==> src/rtl/tcr_pkg.sv <==
package tcr_pkg;
    typedef enum logic {
        BANK_NS  = 1'b0,
        BANK_SEC = 1'b1
    } bank_e;

    localparam int unsigned NUM_BANKS = 2;
endpackage

==> src/rtl/tcr_mask_gen.sv <==
module tcr_mask_gen #(
    parameter int unsigned W       = 32,
    parameter int unsigned SPLIT_W = 3,
    parameter int unsigned ALIGN   = 14
) (
    input  logic [SPLIT_W-1:0] split_i,
    output logic [W-1:0]       region_o,
    output logic [W-1:0]       base_o
);
    localparam logic [W-1:0] ALL_ONES = '1;
    localparam logic [W-1:0] LOW_ONES = (W'(1) << ALIGN) - W'(1);

    always_comb begin
        region_o = ~(ALL_ONES >> split_i);
        base_o   = ~(LOW_ONES >> split_i);
    end
endmodule

==> src/rtl/tcr_bank.sv <==
module tcr_bank #(
    parameter int unsigned W       = 32,
    parameter int unsigned SPLIT_W = 3,
    parameter int unsigned ALIGN   = 14
) (
    input  logic         clk,
    input  logic         rst_n,
    input  logic         we,
    input  logic [W-1:0] data,
    output logic [W-1:0] ctl_q,
    output logic [W-1:0] region_q,
    output logic [W-1:0] base_q
);
    localparam logic [W-1:0] BASE_RST = ~((W'(1) << ALIGN) - W'(1));

    logic [W-1:0] region_d;
    logic [W-1:0] base_d;

    tcr_mask_gen #(.W(W), .SPLIT_W(SPLIT_W), .ALIGN(ALIGN)) u_mask (
        .split_i  (data[SPLIT_W-1:0]),
        .region_o (region_d),
        .base_o   (base_d)
    );

    always_ff @(posedge clk) begin
        if (!rst_n) begin
            ctl_q    <= '0;
            region_q <= '0;
            base_q   <= BASE_RST;
        end else if (we) begin
            ctl_q    <= data;
            region_q <= region_d;
            base_q   <= base_d;
        end
    end
endmodule

==> src/rtl/tcr_walk_decode.sv <==
module tcr_walk_decode #(
    parameter int unsigned W         = 32,
    parameter int unsigned ALIGN     = 14,
    parameter int unsigned IDX_SHIFT = 18
) (
    input  logic [W-1:0] va,
    input  logic [W-1:0] region,
    input  logic [W-1:0] base_mask,
    input  logic         pd0,
    input  logic         pd1,
    input  logic [W-1:0] ttb0,
    input  logic [W-1:0] ttb1,
    output logic [W-1:0] addr,
    output logic         off,
    output logic         sel1
);
    localparam logic [W-1:0] LOW_ONES   = (W'(1) << ALIGN) - W'(1);
    localparam logic [W-1:0] ALIGN_MASK = ~LOW_ONES;
    localparam logic [W-1:0] IDX_MASK   = LOW_ONES & ~W'(3);

    logic [W-1:0] tbl_base;
    logic [W-1:0] idx;

    always_comb begin
        sel1 = |(va & region);
        idx  = (va >> IDX_SHIFT) & IDX_MASK;
        if (sel1) begin
            off      = pd1;
            tbl_base = ttb1 & ALIGN_MASK;
        end else begin
            off      = pd0;
            tbl_base = ttb0 & base_mask;
        end
        addr = tbl_base | idx;
    end
endmodule

==> src/rtl/tcr_bank_unit.sv <==
module tcr_bank_unit #(
    parameter int unsigned W         = 32,
    parameter int unsigned SPLIT_W   = 3,
    parameter int unsigned ALIGN     = 14,
    parameter int unsigned IDX_SHIFT = 18,
    parameter int unsigned PD0_BIT   = 4,
    parameter int unsigned PD1_BIT   = 5
) (
    input  logic         clk,
    input  logic         rst_n,
    input  logic         wr_en,
    input  logic         wr_bank,
    input  logic [W-1:0] wr_data,
    input  logic         secure_state,
    input  logic [W-1:0] va,
    input  logic [W-1:0] ttb0,
    input  logic [W-1:0] ttb1,
    output logic [W-1:0] walk_addr,
    output logic         walk_off,
    output logic         walk_sel_ttb1,
    output logic [W-1:0] cur_ctl
);
    import tcr_pkg::*;

    logic [W-1:0] ctl_a    [NUM_BANKS];
    logic [W-1:0] region_a [NUM_BANKS];
    logic [W-1:0] base_a   [NUM_BANKS];

    logic [W-1:0] cur_region;
    logic [W-1:0] cur_base;

    for (genvar g = 0; g < NUM_BANKS; g++) begin : g_bank
        tcr_bank #(.W(W), .SPLIT_W(SPLIT_W), .ALIGN(ALIGN)) u_bank (
            .clk      (clk),
            .rst_n    (rst_n),
            .we       (wr_en && (wr_bank == 1'(g))),
            .data     (wr_data),
            .ctl_q    (ctl_a[g]),
            .region_q (region_a[g]),
            .base_q   (base_a[g])
        );
    end

    always_comb begin
        unique case (bank_e'(secure_state))
            BANK_SEC: begin
                cur_ctl    = ctl_a[1];
                cur_region = region_a[1];
                cur_base   = base_a[1];
            end
            default: begin
                cur_ctl    = ctl_a[0];
                cur_region = region_a[0];
                cur_base   = base_a[0];
            end
        endcase
    end

    tcr_walk_decode #(.W(W), .ALIGN(ALIGN), .IDX_SHIFT(IDX_SHIFT)) u_walk (
        .va        (va),
        .region    (cur_region),
        .base_mask (cur_base),
        .pd0       (cur_ctl[PD0_BIT]),
        .pd1       (cur_ctl[PD1_BIT]),
        .ttb0      (ttb0),
        .ttb1      (ttb1),
        .addr      (walk_addr),
        .off       (walk_off),
        .sel1      (walk_sel_ttb1)
    );
endmodule

==> config.mk <==
export PLATFORM = sky130hd
export DESIGN_NAME = tcr_bank_unit
export DESIGN_NICKNAME = d
export VERILOG_FILES = /design/src/rtl/tcr_pkg.sv /design/src/rtl/tcr_mask_gen.sv /design/src/rtl/tcr_bank.sv /design/src/rtl/tcr_walk_decode.sv /design/src/rtl/tcr_bank_unit.sv
export SDC_FILE = /design/constraint.sdc
export NUM_CORES = 1
export LEC_CHECK = 0
export BUFFER_PORTS_ARGS = -buffer_cell sky130_fd_sc_hd__buf_2
export CAP_MARGIN = 0
export CORE_AREA = 3 3 176 178
export DETAILED_ROUTE_END_ITERATION = 8
export DIE_AREA = 0 0 179 181
export GPL_TIMING_DRIVEN = 0
export SLEW_MARGIN = 10
export SYNTH_ARGS = -nofsm -noshare
export SYNTH_HDL_FRONTEND = slang
export SYNTH_HIERARCHICAL = 1
export SYNTH_SLANG_ARGS = --single-unit
==> constraint.sdc <==
create_clock -name clk -period 2.46 [get_ports clk]
set_clock_uncertainty 0.1 [all_clocks]
set_input_delay 0.369 -clock clk [delete_from_list [all_inputs] [get_ports clk]]
set_output_delay 0.369 -clock clk [all_outputs]
set_load 0.03 [all_outputs]
==> results of run 1 <==
per-layer routing:
layer,vias up,global-route usage (%),routed length (um)
li1,3638,-,-
met1,3191,20.6,11700
met2,147,24.1,11300
met3,24,3.47,1180
met4,2,3.65,297
met5,-,0,10
power groups by stage:
| stage | registers (mW) | logic (mW) | clock network [mW] |
|---|---|---|---|
| after floorplan | 3.38 | 1.32 | 0 |
| after global placement | 3.40 | 1.72 | 0 |
| after detailed placement | 3.40 | 1.73 | 0 |
| after CTS | 3.33 | 1.86 | 2.96 |
| after global routing | 3.35 | 2.12 | 3.11 |
| final | 3.33 | 1.98 | 2.86 |
worst paths after layout:
kind / end / depth (start not counted)
setup / recovery: walk_off / 8
setup reg to reg: g_bank[0].u_bank/region_q[22] / 3
hold reg to reg: g_bank[0].u_bank/base_q[20] / 2
hold / removal: g_bank[1].u_bank/ctl_q[17] / 3
logic make-up after synthesis:
logic type,after synthesis,share of synthesized area [%]
flip-flops,192,37.5
other,4,0.147
multiplexers,307,32.7
buffers and inverters,191,14.1
AO/OA/AOI/OAI,32,2.66
AND/OR/NAND/NOR,233,12.9
through the flow:
step	setup WS (ns)	setup TNS (ns)	instances
after floorplan	-0.192	-4.09	1055
after global placement	-0.872	-25.00	1627
after detailed placement	-0.894	-25.76	1627
after CTS	-0.524	-15.94	1669
after global routing	-0.602	-17.89	1672
final	-0.486	-13.78	1672
worst max-delay path, delay by kind of cell (launching register included):
| family | cells | cell delay [ns] |
|---|---|---|
| and+or+nand+nor | 3 | 0.61 |
| DFF | 1 | 0.33 |
| muxes | 2 | 0.54 |
| AOI/OAI and AO/OA | 1 | 0.25 |
| buffers and inverters | 2 | 0.30 |
Yosys cell counts (2+ instances only):
library cell / instances
dfxtp_1: 192
clkbuf_1: 16
conb_1: 4
inv_1: 18
nand4_1: 2
buf_12: 10
nand2_1: 60
mux2i_1: 210
buf_6: 5
a22oi_1: 16
mux2_2: 56
a41o_1: 12
and3_2: 2
buf_4: 128
o21a_1: 2
buf_2: 11
and2_1: 3
buf_8: 3
or2_2: 2
a21o_2: 2
mux2_4: 40
or3_1: 2
nor2b_1: 157
nor2_1: 2
layout make-up:
class	instances	share of cell area, %
repair buffers	196	9.78
flip-flops and latches	192	28.7
well taps	390	3.64
inverters	18	0.504
plain buffers	172	10.5
clock inverters	15	1.32
multi-input cells	672	42.4
clock buffers	17	3.17
what timing repair did:
| item | CTS | global route |
|---|---|---|
| setup buffers | 9 | 1 |
| gates cloned | 2 | 2 |
| pin swaps | 6 | 18 |
| resized for setup | 39 | 54 |
| endpoints found under the setup margin | 34 | 34 |
state kept, by name, summed over array words and instances, names as in the netlist:
signal / count
g_bank.u_bank/base_q: 64
g_bank.u_bank/ctl_q: 64
g_bank.u_bank/region_q: 64
==> out/metrics.cfg, run 1 <==
[routing]
wirelength_mm=24.5
wl_per_cell_um=14.6
drtAntennaViolNets=0
firstDrtPassIters=4
via_per_inst=4.19
drc_errors=0
initialDrtViolationCount=198
route.vias.total=7002

[critical_path]
cp.arrival_ns=2.48
crit_path_end_kind=output port
start_kind=register
rr_startpoint=g_bank[0].u_bank/region_q[22]
cp.required_ns=1.99
startpoint=g_bank[0].u_bank/region_q[22]
path_class=reg2out
crit_chain=mux2_4, a22oi_2, nand2_1, nor3_4, nand2_8, buf_12, mux2_2, buf_6
cpPeakStageDelay_ns=0.33
crit_path_top_delay_cell=dfxtp_2
crit_fanout=6
r2r_slack_ns=1.61

[yosys]
synth-seq-cells=192
netlist_area_um2=10200
synthCells=959
synth_edf_count=0
syn_area_per_cell_um2=10.7
synth_cell_types=28
yosysTopAreaCell=dfxtp_1
synth_area_leaders=dfxtp_1 (38%), mux2i_1 (21%), nor2b_1 (9.6%)
yosysWarnings=6
synth_top_area_share_pct=37.5
ys.flop_type=dfxtp_1
synthArstFlopShare_pct=0
ys_seq_area_share_pct=37.5

[grt]
grt_overflow=0
grt_max_degree=20
grt_use_total_pct=15.1
antenna_found_initial=1
grt_pass1_wl_mm=38.2
grt_pass1_vias=7032

[layout]
num-fill-cells=2840
fin_nets=1402
layout_commonest_cell=mux2i_1
layout_common_cells=mux2i_1 (192), dfxtp_1 (191), buf_2 (157), nor2b_1 (157), buf_4 (134)
multi_input_area_um2=5690
drive_above_1_share_pct=40.9
antenna_cells=0
final_area_um2=13400
finish.utilization_pct=45.4
area_growth_pct=31.0
regArea_um2=3840

[floorplan]
initial_core_util_pct=34.6
rows=63
ios=199
core_area_um2=29600
die_area_um2=32400
fp.dieW_um=179
fp.dieH_um=181

[timing]
slew-limit-headroom_pct=65.7
fmax_ghz=0.339
fin_crit_sh_pct=120
drv_slew=0
fin_crit_ns=2.95
hold_viol_final=0
setup_viol=34
rsz0062_at_grt=yes
worst_pin_slew_ns=0.514
worst_slack_ns=-0.486
hold-worst-slack_ns=0.104

[clocking]
clock_path_buffers=2
tritoncts=yes
htreeDepth=4
root_buffer=clkbuf_16
clk_pin_slew_ns=0.08
clkLatencyLatePin_ns=0.42
ctsHoldBuffers=0
numCtsBuffers=17
cts_sinks=192

[pwr]
p_int_mw=5.75
power_leakage_nw=5.99
p_sw_share_pct=29.6
finalPower_mw=8.17
comb_power_share_pct=24.2
irDropWorstVdd_v=0.000384
p_clk_share_pct=35.0
netSwitchingPower_mw=2.42
seq_power_share_pct=40.8
powerDensity_nw_per_um2=609

[placement]
post-dp-hpwl_mm=17.3
gp_congestion=0.750
placed_area_um2=12400
port_buffers=182

[outcome]
status=finished with violations
violations=negative setup slack

[hold_path]
hp-start=wr_data[17]
hp-class=in2reg

[job]
cap_violations=0

Power figures use the tool's default switching activity.
==> inputs of run 2 (changes only) <==
--- a/config.mk
+++ b/config.mk
@@ -8,6 +8,7 @@
 export BUFFER_PORTS_ARGS = -buffer_cell sky130_fd_sc_hd__buf_2
 export CAP_MARGIN = 0
 export CORE_AREA = 3 3 176 178
+export CTS_BUF_LIST = sky130_fd_sc_hd__clkbuf_8
 export DETAILED_ROUTE_END_ITERATION = 8
 export DIE_AREA = 0 0 179 181
 export GPL_TIMING_DRIVEN = 0
==> constraint.sdc (replaced) <==
create_clock -name clk -period 3.7 [get_ports clk]
set_clock_uncertainty 0.1 [all_clocks]
set_input_delay 0.555 -clock clk [delete_from_list [all_inputs] [get_ports clk]]
set_output_delay 0.555 -clock clk [all_outputs]
set_load 0.03 [all_outputs]
==> out/metrics.cfg, run 2 (same netlist as run 1, synthesis figures left out) <==
[layout]
drive_above_1_share_pct=37.6  ; -3.2 points
antenna_cells=0  ; unchanged
top_regs=g_bank.u_bank/base_q (64), g_bank.u_bank/ctl_q (64), g_bank.u_bank/region_q (64)
layout_commonest_cell=mux2i_1
area_growth_pct=21.2
fin_nets=1390  ; -0.86%
final_cells=1660  ; -0.72%
multi_input_area_um2=5330  ; -6.4%
num-fill-cells=2917  ; +2.7%
layout_common_cells=mux2i_1 (210), buf_2 (193), dfxtp_1 (192), nor2b_1 (157), buf_4 (129)
regArea_um2=3840  ; about the same

[placement]
dp.cells=1627  ; unchanged
gp_congestion=0.744  ; -0.92%
port_buffers=182  ; unchanged
post-dp-hpwl_mm=17.1  ; -1.3%

[timing]
rsz0062_at_grt=no
setup_viol=0  ; -100%
fin_crit_ns=3.55
fmax_ghz=0.282
hold_viol_final=0  ; unchanged
setup_tns_ns=0  ; +13.78 ns
fin_crit_sh_pct=95.9
drv_slew=0  ; unchanged

[clocking]
tritoncts=yes
clk_pin_slew_ns=0.12  ; +0.04 ns
htreeDepth=4  ; unchanged
ctsHoldBuffers=0  ; unchanged
clkLatencyLatePin_ns=0.46  ; +0.04 ns
root_buffer=clkbuf_8
clock_path_buffers=2  ; unchanged
numCtsBuffers=17  ; unchanged
cts_sinks=192  ; unchanged

[floorplan]
core_area_um2=29600  ; unchanged
ios=199  ; unchanged
fp.dieH_um=181  ; unchanged
initial_core_util_pct=34.6  ; unchanged
rows=63  ; unchanged
fp.dieW_um=179  ; unchanged
die_area_um2=32400  ; unchanged

[grt]
grt_overflow=0  ; unchanged
grt_max_degree=20  ; unchanged
antenna_found_initial=1  ; unchanged
grt_pass1_vias=6843  ; -2.7%
grt_util_met3_pct=3.45  ; -0.021 points
met1_usage_pct=20.0  ; -0.65 points
grt-busiest-layer=met2
grt_util_met2_pct=23.3  ; -0.88 points
grt_use_total_pct=14.5  ; -0.58 points
grt_pass1_wl_mm=36.9  ; -3.5%

[routing]
drc_errors=0  ; unchanged
firstDrtPassIters=4  ; unchanged
wl_per_cell_um=14.2  ; -3.3%
via_per_inst=4.20  ; +0.28%
wirelength_mm=23.5  ; -4.0%
initialDrtViolationCount=202  ; +2.0%
route.vias.total=6971  ; -0.44%
drtAntennaViolNets=0  ; unchanged

[critical_path]
path_class=in2out
crit_path_end_kind=output port
r2r_cells=2  ; -1
start_kind=input port
crit_fanout=10  ; +4
cp.arrival_ns=2.89  ; +0.41 ns
cp.required_ns=3.04  ; +1.05 ns

[pwr]
power_leakage_nw=5.77  ; -3.8%
powerDensity_nw_per_um2=369  ; -39%
irDropWorstVdd_v=0.000196  ; -49%

[job]
cap_violations=0  ; unchanged

[outcome]
status=finished clean

[hold_path]
hp-class=in2reg
whs_path_depth=3  ; unchanged

run 2: cell types whose count changed in the layout (fill, tap and decap cells not counted), moves of 10 or more:
cell,delta
a41o_4,-10
mux2i_4,-17
buf_6,-34
clkbuf_8,+17
clkbuf_16,-19
mux2i_1,+18
buf_2,+36
a41o_1,+10
run 2: critical path: stages:
cell and delay (ns):
buf_6 0.10, buf_8 0.18, buf_12 0.18, mux2_4 0.31, a22oi_2 0.26, nand4_1 0.20, nor3_4 0.29, nand2_4 0.19
buf_6 0.20, mux2i_1 0.18, buf_2 0.22
run 2: area by class of cell:
cell class,count,area share [%]
sequential,192,31.0
inverter,18,0.545
buffer,173,11.1
multi-input combinational,672,42.9
clock inverter,15,1.21
tap,390,3.93
timing repair buffer,183,7.40
clock buffer,17,1.89
run 2: stage by stage:
step	total power [mW]	utilization (%)	instance area, um^2	hold WS, ns	worst slack, ns
2_1_floorplan	3.00	-	10600	0.335	0.476
3_3_place_gp	3.26	40.6	12000	0.348	-0.145
3_5_place_dp	3.28	40.6	12000	0.358	-0.157
4_1_cts	4.66	41.9	12400	0.212	0.0402
5_1_grt	4.83	42.0	12400	0.219	0.00537
6_report	4.58	42.0	12400	0.254	0.151
run 2: layer usage:
| layer | vias up | wire (um) |
|---|---|---|
| met3 | 12 | 967 |
| met5 | - | 13 |
| met2 | 119 | 10700 |
| met4 | 2 | 185 |
| met1 | 3222 | 11600 |
| li1 | 3616 | - |
run 2: repair_timing:
| item | in CTS | in global routing |
|---|---|---|
| setup buffers | 0 | 1 |
| endpoints found under the setup margin | 20 | 21 |
| resized for setup | 2 | 1 |
| pin swaps | 0 | 1 |
run 2: worst paths after layout:
check | slack, ns | to | startpoint
max | 0.15 | walk_addr[22] | secure_state
min | 0.25 | g_bank[0].u_bank/ctl_q[22] | wr_data[22]
max reg2reg | 2.96 | g_bank[0].u_bank/base_q[29] | g_bank[0].u_bank/base_q[29]
min reg2reg | 0.38 | g_bank[0].u_bank/base_q[15] | g_bank[0].u_bank/base_q[15]
run 2: where the power goes:
part	switching (mW)	internal, mW
clock network	0.849	0.500
registers	0.0476	2.17
logic	0.529	0.488
==> inputs of run 3 (changes only) <==
==> constraint.sdc (replaced) <==
create_clock -name clk -period 3.7 [get_ports clk]
set_clock_uncertainty 0.1 [all_clocks]
set_input_delay 0.555 -clock clk [delete_from_list [all_inputs] [get_ports clk]]
set_output_delay 0.555 -clock clk [all_outputs]
set_load 0.005 [all_outputs]
==> out/metrics.cfg, run 3 (same netlist as run 1, synthesis figures left out) <==
[routing]
drc_errors=0  ; unchanged
route.vias.total=6966  ; -0.072%
firstDrtPassIters=4  ; unchanged
wl_per_cell_um=14.1  ; -0.12%
via_per_inst=4.20  ; about the same
wirelength_mm=23.5  ; -0.18%
drtAntennaViolNets=0  ; unchanged
initialDrtViolationCount=222  ; +9.9%

[layout]
layout_commonest_cell=mux2i_1
regArea_um2=3840  ; unchanged
top_regs=g_bank.u_bank/base_q (64), g_bank.u_bank/ctl_q (64), g_bank.u_bank/region_q (64)
drive_above_1_share_pct=37.6  ; -0.049 points
fin_nets=1389  ; -0.072%
antenna_cells=0  ; unchanged
multi_input_area_um2=5330  ; unchanged
area_growth_pct=21.1  ; about the same
layout_common_cells=mux2i_1 (210), buf_2 (193), dfxtp_1 (192), nor2b_1 (157), buf_4 (128)
num-fill-cells=2918  ; +0.034%

[clocking]
cts_setup_buffers=0  ; unchanged
numCtsBuffers=17  ; unchanged
htreeDepth=4  ; unchanged
cts_sinks=192  ; unchanged
clock_path_buffers=2  ; unchanged
root_buffer=clkbuf_8
clkLatencyLatePin_ns=0.45  ; about the same
clk_pin_slew_ns=0.12  ; about the same
tritoncts=yes

[timing]
hold_viol_final=0  ; unchanged
fin_crit_ns=3.47  ; -0.0812 ns
rsz0062_at_grt=no
fin_crit_sh_pct=93.7  ; -2.2 points
hold-worst-slack_ns=0.254  ; +0.000240 ns
fmax_ghz=0.288  ; +2.3%
drv_slew=0  ; unchanged
setup_viol=0  ; unchanged
setup_tns_ns=0  ; unchanged

[placement]
port_buffers=182  ; unchanged
gp_congestion=0.744  ; unchanged
post-dp-hpwl_mm=17.1  ; unchanged

[critical_path]
startpoint=secure_state
crit_path_end_kind=output port
start_kind=input port
cp.required_ns=3.04  ; about the same
path_class=in2out
cp.arrival_ns=2.81  ; -0.08 ns
rr_startpoint=g_bank[0].u_bank/base_q[29]
crit_fanout=10  ; unchanged

[pwr]
irDropWorstVdd_v=0.000196  ; about the same
powerDensity_nw_per_um2=359  ; -2.8%
finalPower_mw=4.45  ; -2.8%
power_leakage_nw=5.76  ; about the same

[grt]
antenna_found_initial=1  ; unchanged
grt_pass1_wl_mm=36.8  ; -0.13%
grt_overflow=0  ; unchanged
grt_use_total_pct=14.5  ; about the same
grt_max_degree=20  ; unchanged
grt_pass1_vias=6837  ; -0.088%

[floorplan]
ios=199  ; unchanged
initial_core_util_pct=34.6  ; unchanged
fp.dieH_um=181  ; unchanged
die_area_um2=32400  ; unchanged
rows=63  ; unchanged
core_area_um2=29600  ; unchanged
fp.dieW_um=179  ; unchanged

[outcome]
status=finished clean

[hold_path]
hp-start=wr_data[22]
hp-class=in2reg

[job]
cap_violations=0  ; unchanged

[run 3: cell count changes in the layout (fill, tap and decap cells not counted)]
cell,delta
buf_4,-1
[run 3: power by group]
group	switching (mW)	internal, mW	leakage [nW]
sequential	0.0475	2.17	1.57
clock	0.850	0.500	0.184
combinational	0.404	0.482	4.00
total	1.30	3.15	5.76
[run 3: layout make-up]
class	count	area share, %
Tap cell	390	3.94
Inverter	18	0.545
Sequential cell	192	31.0
Buffer	173	11.1
Clock buffer	17	1.89
Clock inverter	15	1.21
Multi-Input combinational cell	672	43.0
Timing Repair Buffer	182	7.35
[run 3: path summary, 6_finish.rpt]
kind	endpoint	slack, ns	depth (start not counted)
setup / recovery	walk_addr[22]	0.23	11
hold / removal	g_bank[0].u_bank/ctl_q[22]	0.25	3
setup reg to reg	g_bank[0].u_bank/base_q[29]	2.96	2
hold reg to reg	g_bank[0].u_bank/base_q[15]	0.38	2
[run 3: per-layer routing]
layer  share of wire, %  GRT usage (%)  vias up  routed length [um]
li1                   -              -     3612                   -
met1                 49           19.9     3215               11500
met2                 46           23.2      125               10700
met3                4.4           3.45       12                1030
met4               0.79           2.87        2                 185
met5              0.055              0        -                  13
[run 3: metrics by stage]
step	cell area, um^2	cells	worst slack [ns]	utilization (%)
2_1_floorplan	10600	1055	0.851	-
3_3_place_gp	12000	1627	-0.0607	40.6
3_5_place_dp	12000	1627	-0.0726	40.6
4_1_cts	12400	1659	0.0697	41.9
5_1_grt	12400	1659	0.0496	41.9
6_report	12400	1659	0.233	41.9
[run 3: timing repair]
action                     CTS  global route
resized for setup            1             2
setup endpoints to repair   18            18
hold buffers                 0             0
[run 3: critical path, cell delays in order]
cell and delay [ns]:
buf_6 0.10, buf_8 0.18, buf_12 0.17, mux2_4 0.32, a22oi_1 0.26, nand4_1 0.19, nor3_4 0.30, nand2_4 0.18
buf_6 0.20, mux2i_1 0.18, buf_2 0.14
